===== src/rtl/clkgate_pkg.sv =====
package clkgate_pkg;

    localparam int unsigned CTL_W = 32;

    typedef enum logic [2:0] {
        GATE_ABSENT      = 3'd0,
        GATE_HW_ONLY     = 3'd1,
        GATE_SW_ONLY     = 3'd2,
        GATE_HW_SW       = 3'd3,
        GATE_HW_SW_NODIS = 3'd4
    } gate_kind_e;

    typedef struct packed {
        logic sw_owner;   // 1: software decides, 0: hardware request decides
        logic sw_enable;  // software run request
    } gate_ctl_t;

    function automatic logic kind_has_sel(gate_kind_e k);
        return (k == GATE_HW_SW) || (k == GATE_HW_SW_NODIS);
    endfunction

    function automatic logic kind_has_en(gate_kind_e k);
        return (k == GATE_SW_ONLY) || kind_has_sel(k);
    endfunction

    function automatic logic kind_has_stat(gate_kind_e k);
        return k != GATE_ABSENT;
    endfunction

    function automatic logic [CTL_W-1:0] kind_mask(gate_kind_e k, int sel_b, int en_b, int st_b);
        logic [CTL_W-1:0] m;
        m = '0;
        if (kind_has_sel(k))  m[sel_b] = 1'b1;
        if (kind_has_en(k))   m[en_b]  = 1'b1;
        if (kind_has_stat(k)) m[st_b]  = 1'b1;
        return m;
    endfunction

endpackage


===== src/rtl/gate_ctl_reg.sv =====
module gate_ctl_reg
    import clkgate_pkg::*;
#(
    parameter gate_kind_e KIND = GATE_HW_SW
) (
    input  logic      clk,
    input  logic      rst,
    input  logic      wr_en,
    input  logic      wr_owner,
    input  logic      wr_enable,
    output gate_ctl_t ctl
);

    // Owner field: stored only in selectable flavours
    if (kind_has_sel(KIND)) begin : g_owner
        logic owner_q;
        always_ff @(posedge clk) begin
            if (rst)        owner_q <= 1'b1;
            else if (wr_en) owner_q <= wr_owner;
        end
        assign ctl.sw_owner = owner_q;
    end else begin : g_owner_fixed
        assign ctl.sw_owner = (KIND == GATE_SW_ONLY);
    end

    // Enable field: stuck at one when software may not disable
    if (kind_has_en(KIND) && (KIND != GATE_HW_SW_NODIS)) begin : g_enable
        logic enable_q;
        always_ff @(posedge clk) begin
            if (rst)        enable_q <= 1'b1;
            else if (wr_en) enable_q <= wr_enable;
        end
        assign ctl.sw_enable = enable_q;
    end else begin : g_enable_fixed
        assign ctl.sw_enable = (KIND == GATE_HW_SW_NODIS);
    end

endmodule


===== src/rtl/gate_decide.sv =====
module gate_decide
    import clkgate_pkg::*;
#(
    parameter gate_kind_e KIND = GATE_HW_SW
) (
    input  gate_ctl_t ctl,
    input  logic      hw_req,
    output logic      run
);

    always_comb begin
        unique case (KIND)
            GATE_ABSENT:      run = 1'b1;
            GATE_HW_ONLY:     run = hw_req;
            GATE_SW_ONLY:     run = ctl.sw_enable;
            GATE_HW_SW:       run = ctl.sw_owner ? ctl.sw_enable : hw_req;
            GATE_HW_SW_NODIS: run = ctl.sw_owner ? 1'b1 : hw_req;
            default:          run = 1'b1;
        endcase
    end

endmodule


===== src/rtl/gate_status_pipe.sv =====
module gate_status_pipe #(
    parameter int unsigned STAGES = 2
) (
    input  logic clk,
    input  logic rst,
    input  logic run,
    output logic seen
);

    logic [STAGES-1:0] pipe_q;

    always_ff @(posedge clk) begin
        if (rst) pipe_q <= '0;
        else     pipe_q <= {pipe_q[STAGES-2:0], run};
    end

    assign seen = pipe_q[STAGES-1];

endmodule


===== src/rtl/clk_gate_ctl.sv =====
module clk_gate_ctl
    import clkgate_pkg::*;
#(
    parameter gate_kind_e  KIND        = GATE_HW_SW,
    parameter int unsigned EN_BIT      = 0,
    parameter int unsigned SEL_BIT     = 1,
    parameter int unsigned STAT_BIT    = 2,
    parameter int unsigned SYNC_STAGES = 2
) (
    input  logic             clk,
    input  logic             rst,
    input  logic             wr_en,
    input  logic [CTL_W-1:0] wr_data,
    input  logic             hw_req,
    output logic [CTL_W-1:0] rd_data,
    output logic             clk_en_o
);

    gate_ctl_t ctl;
    logic      run;
    logic      seen;

    gate_ctl_reg #(.KIND(KIND)) u_reg (
        .clk       (clk),
        .rst       (rst),
        .wr_en     (wr_en),
        .wr_owner  (wr_data[SEL_BIT]),
        .wr_enable (wr_data[EN_BIT]),
        .ctl       (ctl)
    );

    gate_decide #(.KIND(KIND)) u_decide (
        .ctl    (ctl),
        .hw_req (hw_req),
        .run    (run)
    );

    gate_status_pipe #(.STAGES(SYNC_STAGES)) u_stat (
        .clk  (clk),
        .rst  (rst),
        .run  (run),
        .seen (seen)
    );

    always_comb begin
        rd_data = '0;
        if (kind_has_sel(KIND))  rd_data[SEL_BIT]  = ctl.sw_owner;
        if (kind_has_en(KIND))   rd_data[EN_BIT]   = ctl.sw_enable;
        if (kind_has_stat(KIND)) rd_data[STAT_BIT] = seen;
    end

    assign clk_en_o = run;

endmodule


===== config.mk =====
export PLATFORM = sky130hd
export DESIGN_NAME = clk_gate_ctl
export DESIGN_NICKNAME = d
export VERILOG_FILES = /design/src/rtl/clkgate_pkg.sv /design/src/rtl/gate_ctl_reg.sv /design/src/rtl/gate_decide.sv /design/src/rtl/gate_status_pipe.sv /design/src/rtl/clk_gate_ctl.sv
export SDC_FILE = /design/constraint.sdc
export NUM_CORES = 1
export LEC_CHECK = 0
export CORE_MARGIN = 1.5
export CORE_UTILIZATION = 20
export CTS_CLUSTER_SIZE = 30
export DETAILED_ROUTE_END_ITERATION = 7
export GPL_TIMING_DRIVEN = 0
export PLACE_DENSITY = 0.78
export SLEW_MARGIN = 40
export SYNTH_ARGS = -nofsm -noshare
export SYNTH_HDL_FRONTEND = slang
export SYNTH_SLANG_ARGS = --single-unit

===== constraint.sdc =====
create_clock -name clk -period 1 [get_ports clk]
set_input_delay 0.2 -clock clk [delete_from_list [all_inputs] [get_ports clk]]
set_output_delay 0.2 -clock clk [all_outputs]
set_load 0.01 [all_outputs]

==> flow_metrics.tcl <==
set metrics [dict create \
    cts_buffer_depth 2 \
    numCtsBuffers 3 \
    path_class "register to output port" \
    worstHoldPathType "register to register" \
    dieArea_mm2 0.00222 \
    netlist_area_um2 389 \
    startpoint "u_reg.g_owner.owner_q" \
    cts_tree "built" \
    cp-start-kind "register" \
    synth_top_area_share_pct 61.7 \
    drive_gt1_share_pct 51.8 \
    maxCapViolCount 0 \
    firstDrtPassIters 2 \
    grt_pass1_vias 221 \
    viasPerCell 2.57 \
    grt_overflow 0 \
    yosys.area_share.simple_pct 8.36 \
    setup_viol 3 \
    cts.clk_slew.worst_paths_ns 0.04 \
    slew_violations 0 \
    hold_start "u_stat.pipe_q[0]" \
    period_share_pct 119 \
    r2r_cells 4 \
    n_antenna_cell 0 \
    postSynthCellCount 44 \
    ys_seq_area_share_pct 20.6 \
    max_freq_mhz 839 \
    fin_skew_ns 0.00217 \
    grt_pass1_wl_um 793 \
    hpwlAfterDp_um 515 \
    synth-compound-area-share_pct 4.50 \
    layout_commonest_cell "buf_4" \
    whs_path_depth 1 \
    cts_sinks 4 \
    core_mm2 0.00178 \
    p_per_area_mw_per_mm2 935 \
    fin_util_pct 36.6 \
    vdd_drop_max_uv 891 \
    setup_slack_ns -0.191 \
    start_util_pct 21.8 \
    area_growth_pct 67.8 \
    post-route-drc-count 0 \
    io_buffers 9 \
    stdcell_area_um2 653 \
    fin_nets 123 \
    run_status "finished with violations" \
    r2r_start "u_reg.g_owner.owner_q" \
    ys_ff_latch 4 \
    synth_xor_area_share_pct 0 \
    clk_latency_ns 0.23 \
    htree_num_levels 1 \
    grt_usage_pct 5.54 \
    synthMuxAreaShare_pct 3.86 \
    first_iter_violations 5 \
    arrival_ns 0.99 \
    rsz0062_at_grt "yes" \
    synthTopCellsByArea "buf_4, dfxtp_1, nor2b_1" \
    synth_fa_ha_area_share_pct 0 \
    holdWs_ns 0.442 \
    crit_required_ns 0.80 \
    final_cell_mix "buf_4, conb_1, buf_6, clkdlybuf4s50_1" \
    failed_checks "negative setup slack" \
    antenna_left 0 \
    cp_max_fo 2 \
    die_h_um 47.1 \
    hold_violations 0 \
    ys_types 7 \
    min_period_ns 1.19 \
    p_leak_nw 0.396 \
    wl_per_cell_um 5.42 \
    synth_top_family_by_area "buffers and inverters" \
    die_w_um 47.1 \
    ios 69 \
    drt-total-wl_um 596 \
    postPlaceCellArea_um2 616 \
    avgSynthCellArea_um2 8.84 \
    yosysWarningCount 0 \
    endpoint_kind "output port" \
    root_buffer "clkbuf_4" \
    vias 283 \
    routabilityCongestion 0.632 \
    std_cell_rows 15 \
    hold_buffers 0 \
    grt_max_degree 5 \
    yosys.area.top_type "buf_4" \
    antenna_found_initial 0 \
]
==> cells in the mapped netlist <==
cell	n
buf_4	32
dfxtp_1	4
nor2b_1	3
a211o_1	2
conb_1	1
mux2_4	1
nor2b_4	1
==> timing repair <==
item | 4_1_cts | 5_1_grt
hold endpoints to repair | 0 | 0
gates resized for setup | 22 | 2
buffers inserted | 1 | 2
pin swaps | 0 | 0
setup endpoints to repair | 4 | 3
==> registers in the layout (all words and copies together) (netlist names) <==
name and flops:
u_stat.pipe_q 2, u_reg.g_enable.enable_q 1, u_reg.g_owner.owner_q 1
==> final timing paths <==
path / end / slack (ns)
setup reg to reg: u_reg.g_owner.owner_q / 0
setup / recovery: clk_en_o / -0.19
hold / removal: u_stat.pipe_q[1] / 0.44
hold reg to reg: u_stat.pipe_q[1] / 0.44
==> cell type report <==
cell class / count / area [um^2]
buffer: 30 / 225
fill: 181 / 1130
clock buffer: 3 / 22.5
timing repair buffer: 12 / 118
multi-input combinational: 36 / 174
tap: 25 / 31.3
sequential: 4 / 82.6
==> per-stage QoR <==
| stage | instances | setup WS, ns | power [W] | setup TNS (ns) |
|---|---|---|---|---|
| finish | 110 | -0.191 | 0.000611 | -0.277 |
| floorplan | 72 | 0.110 | 0.000352 | 0 |
| global route | 110 | -0.224 | 0.000663 | -0.386 |
| global placement | 106 | -0.565 | 0.000401 | -1.32 |
| CTS | 110 | -0.198 | 0.000608 | -0.307 |
| detailed placement | 106 | -0.585 | 0.000404 | -1.47 |
==> metal layers <==
metal	up-vias	share of wire, %	routed length (um)	GRT usage, %
met5	-	0	0	0
met4	0	0	0	1.67
met3	0	18	110	4.62
met2	28	52	312	10.4
met1	98	29	173	4.13
li1	157	-	-	-
==> power by group <==
part           switching (W)  internal, W  total (W)
registers         0.00000520     0.000174   0.000179
logic              0.0000933     0.000142   0.000235
clock network      0.0000629     0.000134   0.000197
==> worst max-delay path, stage by stage (launching register included) <==
cell and delay, ns:
dfxtp_2 0.33, mux2_4 0.31, buf_6 0.12
==> kinds of logic (layout without fill, tap and decap cells) <==
family,after synthesis,after routing
mux,1,1
compound gates,2,2
simple gates,4,4
flops,4,4
buf+inv,32,45
other cells,1,29
Power figures use the tool's default switching activity.
